**src/rtl/trap_pkg.sv**
```systemverilog
package trap_pkg;

  typedef enum logic [1:0] {
    PRIV_U = 2'b00,
    PRIV_S = 2'b01,
    PRIV_H = 2'b10,
    PRIV_M = 2'b11
  } priv_e;

  typedef struct packed {
    logic       uie;
    logic       sie;
    logic       mie;
    logic       spie;
    logic       spp;
    logic       mpie;
    logic [1:0] mpp;
  } status_t;

  // a level accepts interrupts when running below it, or at it with its enable set
  function automatic logic level_open(input logic [1:0] cur, input logic [1:0] lvl,
                                      input logic ie);
    return (cur < lvl) || ((cur == lvl) && ie);
  endfunction

  // enable bit belonging to a privilege level
  function automatic logic ie_of(input status_t st, input logic [1:0] p);
    case (p)
      2'b00:   return st.uie;
      2'b01:   return st.sie;
      2'b11:   return st.mie;
      default: return 1'b0;
    endcase
  endfunction

  function automatic status_t enter_s(input status_t st, input logic [1:0] p);
    status_t r;
    r      = st;
    r.spie = ie_of(st, p);
    r.spp  = p[0];
    r.sie  = 1'b0;
    return r;
  endfunction

  function automatic status_t enter_m(input status_t st, input logic [1:0] p);
    status_t r;
    r      = st;
    r.mpie = ie_of(st, p);
    r.mpp  = p;
    r.mie  = 1'b0;
    return r;
  endfunction

endpackage

```
**src/rtl/trap_irq_pick.sv**
```systemverilog
module trap_irq_pick
  import trap_pkg::*;
#(
  parameter int NIRQ = 12,
  parameter int IW   = 4
) (
  input  logic            clk,
  input  logic            rst_n,
  input  logic [NIRQ-1:0] pend,
  input  logic [NIRQ-1:0] en,
  input  logic [NIRQ-1:0] deleg,
  input  logic [1:0]      cur_priv,
  input  status_t         st,
  output logic            hit,
  output logic [IW-1:0]   idx,
  output logic [NIRQ-1:0] allowed
);

  logic            m_open;
  logic            s_open;
  logic [NIRQ-1:0] cand;

  function automatic logic [IW-1:0] lowest(input logic [NIRQ-1:0] v);
    logic [IW-1:0] r;
    r = '0;
    for (int i = NIRQ - 1; i >= 0; i--) begin
      if (v[i]) r = IW'(i);
    end
    return r;
  endfunction

  function automatic logic [NIRQ-1:0] below(input logic [IW-1:0] k);
    return (NIRQ'(1) << k) - NIRQ'(1);
  endfunction

  assign m_open  = level_open(cur_priv, PRIV_M, st.mie);
  assign s_open  = level_open(cur_priv, PRIV_S, st.sie);
  assign cand    = pend & en;
  assign allowed = (cand & ~deleg & {NIRQ{m_open}}) | (cand & deleg & {NIRQ{s_open}});
  assign hit     = |allowed;
  assign idx     = lowest(allowed);


  pick_in_set_chk: assert property (@(posedge clk) disable iff (!rst_n)
    hit |-> allowed[idx]);


  pick_lowest_chk: assert property (@(posedge clk) disable iff (!rst_n)
    hit |-> ((allowed & below(idx)) == '0));


  mach_gate_chk: assert property (@(posedge clk) disable iff (!rst_n)
    (cur_priv == PRIV_M && !st.mie) |-> ((allowed & ~deleg) == '0));


  sup_gate_chk: assert property (@(posedge clk) disable iff (!rst_n)
    (cur_priv == PRIV_M || (cur_priv == PRIV_S && !st.sie)) |-> ((allowed & deleg) == '0));

endmodule

```
**src/rtl/trap_route.sv**
```systemverilog
module trap_route
  import trap_pkg::*;
#(
  parameter int XLEN = 32,
  parameter int NIRQ = 12,
  parameter int IW   = 4,
  parameter int BKPT = 3
) (
  input  logic            exc_req,
  input  logic [XLEN-1:0] exc_cause,
  input  logic [XLEN-1:0] exc_deleg,
  input  logic            irq_hit,
  input  logic [IW-1:0]   irq_idx,
  input  logic [NIRQ-1:0] irq_deleg,
  input  logic [1:0]      cur_priv,
  output logic            take,
  output logic            is_irq,
  output logic            to_s,
  output logic            bkpt,
  output logic [XLEN-1:0] cause_word
);

  localparam int CIW = $clog2(XLEN);
  localparam logic [XLEN-1:0] IRQ_FLAG = {1'b1, {(XLEN-1){1'b0}}};

  logic deleg_bit;
  logic low_priv;

  assign bkpt   = exc_req && (exc_cause == XLEN'(BKPT));
  assign is_irq = !exc_req && irq_hit;
  assign take   = (exc_req && !bkpt) || is_irq;

  always_comb begin
    deleg_bit = 1'b0;
    if (is_irq)
      deleg_bit = irq_deleg[irq_idx];
    else if (exc_cause < XLEN'(XLEN))
      deleg_bit = exc_deleg[exc_cause[CIW-1:0]];
  end

  assign low_priv   = (cur_priv == PRIV_U) || (cur_priv == PRIV_S);
  assign to_s       = take && low_priv && deleg_bit;
  assign cause_word = is_irq ? (IRQ_FLAG | XLEN'(irq_idx)) : exc_cause;

endmodule

```
**src/rtl/trap_commit.sv**
```systemverilog
module trap_commit
  import trap_pkg::*;
#(
  parameter int XLEN = 32
) (
  input  logic            clk,
  input  logic            rst_n,
  input  logic            take,
  input  logic            to_s,
  input  logic            is_irq,
  input  logic            bkpt,
  input  logic [XLEN-1:0] cause_word,
  input  logic [XLEN-1:0] exc_epc,
  input  logic [XLEN-1:0] cur_pc,
  input  logic            has_bad,
  input  logic [XLEN-1:0] bad_addr,
  input  logic [XLEN-1:0] stvec,
  input  logic [XLEN-1:0] mtvec,
  input  logic [1:0]      cur_priv,
  input  status_t         st,
  output logic            fire_q,
  output logic            wr_s_q,
  output logic            wr_m_q,
  output logic            wr_bad_q,
  output logic [XLEN-1:0] pc_q,
  output logic [1:0]      priv_q,
  output logic [XLEN-1:0] cause_q,
  output logic [XLEN-1:0] epc_q,
  output logic [XLEN-1:0] bad_q,
  output status_t         st_q,
  output logic            halted_q
);

  logic bad_wr;

  function automatic logic [XLEN-1:0] align4(input logic [XLEN-1:0] v);
    return {v[XLEN-1:2], 2'b00};
  endfunction

  assign bad_wr = take && !is_irq && has_bad;

  always_ff @(posedge clk or negedge rst_n) begin
    if (!rst_n) begin
      fire_q   <= 1'b0;
      wr_s_q   <= 1'b0;
      wr_m_q   <= 1'b0;
      wr_bad_q <= 1'b0;
      pc_q     <= '0;
      priv_q   <= PRIV_M;
      cause_q  <= '0;
      epc_q    <= '0;
      bad_q    <= '0;
      st_q     <= '0;
      halted_q <= 1'b0;
    end else begin
      fire_q   <= take;
      wr_s_q   <= take && to_s;
      wr_m_q   <= take && !to_s;
      wr_bad_q <= bad_wr;
      if (bkpt) halted_q <= 1'b1;
      if (take) begin
        pc_q    <= align4(to_s ? stvec : mtvec);
        priv_q  <= to_s ? PRIV_S : PRIV_M;
        cause_q <= cause_word;
        epc_q   <= is_irq ? cur_pc : exc_epc;
        st_q    <= to_s ? enter_s(st, cur_priv) : enter_m(st, cur_priv);
      end
      if (bad_wr) bad_q <= bad_addr;
    end
  end


  halt_sticky_chk: assert property (@(posedge clk) disable iff (!rst_n)
    halted_q |=> halted_q);


  bkpt_quiet_chk: assert property (@(posedge clk) disable iff (!rst_n)
    bkpt |=> (!fire_q && halted_q));


  s_entry_chk: assert property (@(posedge clk) disable iff (!rst_n)
    wr_s_q |-> (priv_q == PRIV_S && !st_q.sie));


  m_entry_chk: assert property (@(posedge clk) disable iff (!rst_n)
    wr_m_q |-> (priv_q == PRIV_M && !st_q.mie));


  one_dest_chk: assert property (@(posedge clk) disable iff (!rst_n)
    fire_q |-> ($countones({wr_s_q, wr_m_q}) == 1));


  bad_hold_chk: assert property (@(posedge clk) disable iff (!rst_n)
    !wr_bad_q |-> $stable(bad_q));

endmodule

```
**src/rtl/trap_entry_unit.sv**
```systemverilog
module trap_entry_unit
  import trap_pkg::*;
#(
  parameter int XLEN = 32,
  parameter int NIRQ = 12,
  parameter int BKPT = 3
) (
  input  logic            clk,
  input  logic            rst_n,
  input  logic [NIRQ-1:0] irq_pend,
  input  logic [NIRQ-1:0] irq_en,
  input  logic [NIRQ-1:0] irq_deleg,
  input  logic [XLEN-1:0] exc_deleg,
  input  logic [1:0]      cur_priv,
  input  logic            st_uie,
  input  logic            st_sie,
  input  logic            st_mie,
  input  logic            st_spie,
  input  logic            st_spp,
  input  logic            st_mpie,
  input  logic [1:0]      st_mpp,
  input  logic [XLEN-1:0] stvec,
  input  logic [XLEN-1:0] mtvec,
  input  logic [XLEN-1:0] cur_pc,
  input  logic            exc_req,
  input  logic [XLEN-1:0] exc_cause,
  input  logic [XLEN-1:0] exc_epc,
  input  logic            exc_has_bad,
  input  logic [XLEN-1:0] exc_bad,
  output logic            trap_fire,
  output logic            trap_wr_s,
  output logic            trap_wr_m,
  output logic            trap_wr_bad,
  output logic [XLEN-1:0] trap_pc,
  output logic [1:0]      trap_priv,
  output logic [XLEN-1:0] trap_cause,
  output logic [XLEN-1:0] trap_epc,
  output logic [XLEN-1:0] trap_bad,
  output logic            trap_sie,
  output logic            trap_spie,
  output logic            trap_spp,
  output logic            trap_mie,
  output logic            trap_mpie,
  output logic [1:0]      trap_mpp,
  output logic            halted
);

  localparam int IW = (NIRQ > 1) ? $clog2(NIRQ) : 1;

  status_t         st_in;
  status_t         st_out;
  logic            irq_hit;
  logic [IW-1:0]   irq_idx;
  logic [NIRQ-1:0] irq_allowed;
  logic            take;
  logic            is_irq;
  logic            to_s;
  logic            bkpt;
  logic [XLEN-1:0] cause_word;

  always_comb begin
    st_in      = '0;
    st_in.uie  = st_uie;
    st_in.sie  = st_sie;
    st_in.mie  = st_mie;
    st_in.spie = st_spie;
    st_in.spp  = st_spp;
    st_in.mpie = st_mpie;
    st_in.mpp  = st_mpp;
  end

  trap_irq_pick #(.NIRQ(NIRQ), .IW(IW)) u_pick (
    .clk      (clk),
    .rst_n    (rst_n),
    .pend     (irq_pend),
    .en       (irq_en),
    .deleg    (irq_deleg),
    .cur_priv (cur_priv),
    .st       (st_in),
    .hit      (irq_hit),
    .idx      (irq_idx),
    .allowed  (irq_allowed)
  );

  trap_route #(.XLEN(XLEN), .NIRQ(NIRQ), .IW(IW), .BKPT(BKPT)) u_route (
    .exc_req    (exc_req),
    .exc_cause  (exc_cause),
    .exc_deleg  (exc_deleg),
    .irq_hit    (irq_hit),
    .irq_idx    (irq_idx),
    .irq_deleg  (irq_deleg),
    .cur_priv   (cur_priv),
    .take       (take),
    .is_irq     (is_irq),
    .to_s       (to_s),
    .bkpt       (bkpt),
    .cause_word (cause_word)
  );

  trap_commit #(.XLEN(XLEN)) u_commit (
    .clk        (clk),
    .rst_n      (rst_n),
    .take       (take),
    .to_s       (to_s),
    .is_irq     (is_irq),
    .bkpt       (bkpt),
    .cause_word (cause_word),
    .exc_epc    (exc_epc),
    .cur_pc     (cur_pc),
    .has_bad    (exc_has_bad),
    .bad_addr   (exc_bad),
    .stvec      (stvec),
    .mtvec      (mtvec),
    .cur_priv   (cur_priv),
    .st         (st_in),
    .fire_q     (trap_fire),
    .wr_s_q     (trap_wr_s),
    .wr_m_q     (trap_wr_m),
    .wr_bad_q   (trap_wr_bad),
    .pc_q       (trap_pc),
    .priv_q     (trap_priv),
    .cause_q    (trap_cause),
    .epc_q      (trap_epc),
    .bad_q      (trap_bad),
    .st_q       (st_out),
    .halted_q   (halted)
  );

  assign trap_sie  = st_out.sie;
  assign trap_spie = st_out.spie;
  assign trap_spp  = st_out.spp;
  assign trap_mie  = st_out.mie;
  assign trap_mpie = st_out.mpie;
  assign trap_mpp  = st_out.mpp;


  exc_first_chk: assert property (@(posedge clk) disable iff (!rst_n)
    (exc_req && exc_cause != XLEN'(BKPT)) |=> (trap_fire && !trap_cause[XLEN-1]));


  pc_align_chk: assert property (@(posedge clk) disable iff (!rst_n)
    trap_fire |-> (trap_pc[1:0] == 2'b00));


  mach_stays_chk: assert property (@(posedge clk) disable iff (!rst_n)
    (take && cur_priv == PRIV_M) |=> (trap_priv == PRIV_M && trap_wr_m));


  idle_hold_chk: assert property (@(posedge clk) disable iff (!rst_n)
    (!exc_req && !irq_hit) |=> (!trap_fire && $stable(trap_pc) && $stable(trap_cause)));

endmodule

```
**config.mk**
```make
export PLATFORM = sky130hd
export DESIGN_NAME = trap_entry_unit
export DESIGN_NICKNAME = d
export VERILOG_FILES = /design/src/rtl/trap_pkg.sv /design/src/rtl/trap_irq_pick.sv /design/src/rtl/trap_route.sv /design/src/rtl/trap_commit.sv /design/src/rtl/trap_entry_unit.sv
export SDC_FILE = /design/constraint.sdc
export NUM_CORES = 1
export LEC_CHECK = 0
export BUFFER_PORTS_ARGS = -buffer_cell sky130_fd_sc_hd__buf_4
export CORE_ASPECT_RATIO = 0.5
export CORE_MARGIN = 5
export CORE_UTILIZATION = 30
export CTS_CLUSTER_DIAMETER = 30
export DETAILED_ROUTE_END_ITERATION = 8
export PLACE_DENSITY_LB_ADDON = 0.05
export SLEW_MARGIN = 20
export SYNTH_ARGS = -nofsm -noshare
export SYNTH_HDL_FRONTEND = slang
export SYNTH_SLANG_ARGS = --single-unit
```
**constraint.sdc**
```tcl
create_clock -name clk -period 0.93 [get_ports clk]
set_input_delay 0 -clock clk [delete_from_list [all_inputs] [get_ports clk]]
set_output_delay 0 -clock clk [all_outputs]
set_load 0.005 [all_outputs]
```
==> flow_summary.ini <==
[drt]
wl_per_cell_um = 19.7
route.detailed.drc = 0
dr.pass1.iters = 5
wirelength_um = 35300
drt_iter0_markers = 446
vias = 8705
final_antenna_net_count = 0
viasPerCell = 4.86

[synthesis]
synth_top_flop_cell = dfrtp_1
synthCells = 695
yosysMostFrequentCell = nand2_1
synth_area_leaders = dfrtp_1 (50%), nand2_1 (8.4%), mux2_2 (5.7%)
synth_seq_cells = 139
synth_top_area_share = 0.503
async_reset_ff_frac = 1.00
synth_edf_count = 0
synth.distinct_cells = 58
synth_top_cells_by_count = nand2_1 (153), dfrtp_1 (138), nor2_1 (48), a21oi_1 (45), o21ai_0 (42)
avgSynthCellArea_um2 = 9.88
yosys_warnings = 0
synthesis.area_um2 = 6870
synth_top_area_cell = dfrtp_1
synth_seq_area_share = 0.507

[global_route]
grt_use_met3 = 0.0725
grt_use_met1 = 0.287
overflow = 0
grt_pass1_vias = 8757
use_met2 = 0.413
grt_max_degree = 47
antenna_found_initial = 1
grt_first_pass_wirelength_um = 49000
gr-usage-all-layers = 0.239
busiest_layer = met2

[layout]
drive_gt1_frac = 0.503
n_fill_cell = 1649
fin_area_um2 = 15800
final_nets = 1742
multiInputGateArea_um2 = 3680
syn_to_final_growth_pct = 130
regArea_um2 = 3480
final_cells = 1792

[clock_tree]
ctsRootBufferMaster = clkbuf_16
cts_inserted_buffers = 17
max-clock-path-buffers = 2
hold_buffers = 195
cts_tree = yes
cts_max_level = 4
clkTransAtPathRegs_ps = 70
insertion_delay_ps = 440
clock_sinks = 139

[setup_path]
critPathRequiredTime_ps = 1240
critPathMaxFanout = 5
crit_path_end_kind = register
reg2reg_from = u_commit.bad_q[7]
r2r-end = u_commit.bad_q[7]
critPathLaunchType = input pin
worstPathArrival_ps = 2860
crit_path_top_delay_cell = mux2_4
critPathBufInv = 4
worstSetupPathType = in2reg
r2r_cells = 2
crit_start = irq_deleg[7]
r2r_slack_ps = 10
critPathMaxStageDelay_ps = 320
crit_chain = buf_4 > nand3b_1 > nor2_4 > nor2_4 > a22oi_2 > nand2_2 > a311oi_4 > buf_6 > mux2_4 > o31ai_4 > o32ai_4 > buf_6 > buf_12 > mux2i_1 > a21oi_1
cpLargestDelayFamily = compound AO/OA/AOI/OAI gates

[floorplanning]
start_util = 0.303
row_count = 39
die_h_um = 117
io_pins = 416
core_um2 = 22600
dieArea_um2 = 26200
die-width_um = 224

[timing]
hold_violations = 17
rsz0062_at_grt = true
slew_viol_final = 0
hold_ws_ps = -17.5
post-route-period-util = 2.75
fin_crit_ps = 2550
setup_ws_ps = -1620
clock.fmax_mhz = 391
setup_viol = 275
fin_skew_ps = 0

[power_and_ir_drop]
p_seq_frac = 0.332
p_leak_uw = 0.00755
p_int_uw = 15900
clock_power_share = 0.306
switchingPower_uw = 6720
p_per_area_nw_per_um2 = 1430
sw_frac_of_total = 0.297
combPwrFrac = 0.362
peakVddDrop_mv = 1.08
finalPower_uw = 22600

[placed_design]
dp_slack_ps = -2100
placed_cell_area_um2 = 11200
place_congestion = 0.914
port_buffers = 408
dp_cells = 1469
dpl.hpwl_um = 21800

[run_status]
status = finished, violations left
violations = negative hold slack, negative setup slack

[flow_run]
drv_cap = 0

[worst_hold_path]
holdCritPathClass = in2async
-- cell families (layout without fill, tap and decap cells) --
group                  count (synthesis)  after routing  synth area share
AOI/OAI and AO/OA                    163            163             0.155
and+or+nand+nor                      259            259             0.161
muxes                                 81             81             0.141
buffers and inverters                 51            836            0.0353
other                                  2              7           0.00109
DFF                                  139            139             0.507
-- cells in the final DEF (no fill, tap or decap), drive strengths merged, types with 4 or more instances in the layout --
cell and instances:
a21oi 45, a22oi 39, buf 596, clkbuf 24, dfrtp 138, diode 4
dlygate4sd3 195, inv 14, mux2 35, mux2i 37, mux4 9, nand2 154
nand3 18, nand3b 8, nand4 4, nor2 48, nor4 7, o21ai 42
o22ai 5, o31ai 4
-- per-stage QoR --
step | hold slack (ps) | util | TNS, ps
5_1_grt | -22.2 | 0.696 | -172380
3_5_place_dp | -129 | 0.497 | -210170
6_report | -17.5 | 0.696 | -156890
4_1_cts | -25.5 | 0.637 | -134150
2_1_floorplan | -296 | - | -134160
3_3_place_gp | -133 | 0.497 | -204020
-- per-layer routing --
metal / up-vias / routed length (um)
met4: 0 / 1050
met5: - / 0
met3: 77 / 2430
met1: 4302 / 13800
met2: 299 / 18000
li1: 4027 / -
-- how the worst max path moves through the flow --
stage	end	slack, ps	cells after the start
detailed placement	u_commit.pc_q[11]	-2100	14
global route	u_commit.pc_q[5]	-1690	15
global placement	u_commit.st_q[2]	-1950	14
floorplan	u_commit.pc_q[26]	-1740	15
CTS	u_commit.pc_q[11]	-1530	16
finish	u_commit.pc_q[5]	-1620	15
-- registers in the layout (all words and copies together), names as in the netlist --
name	flops
u_commit.bad_q	32
u_commit.cause_q	32
u_commit.epc_q	32
u_commit.fire_q	1
u_commit.halted_q	1
u_commit.pc_q	30
u_commit.priv_q	1
u_commit.st_q	7
u_commit.wr_bad_q	1
u_commit.wr_m_q	1
u_commit.wr_s_q	1
-- final cells by class --
cell class,instances,area share
antenna,4,0.000635
clock buffer,18,0.0279
clock inverter,14,0.00945
inverter,6,0.00175
timing repair buffer,798,0.482
sequential,139,0.221
tap,307,0.0244
multi-input combinational,506,0.233
-- power groups by stage --
stage | sequential [uW] | clock [uW] | combinational, uW
4_1_cts | 7340 | 7020 | 6870
3_5_place_dp | 7410 | 0 | 5460
3_3_place_gp | 7400 | 0 | 5410
2_1_floorplan | 7440 | 0 | 2100
6_report | 7510 | 6910 | 8190
5_1_grt | 7580 | 7330 | 8700
-- timing repair --
item                                    4_1_cts  5_1_grt
endpoints found under the setup margin      278      278
cloned                                        9        7
resized for setup                            98      186
pin swaps                                    27       43
hold endpoints to repair                    273       18
buffers inserted                             18       62
Note: power is estimated with default switching activity, not from simulation.
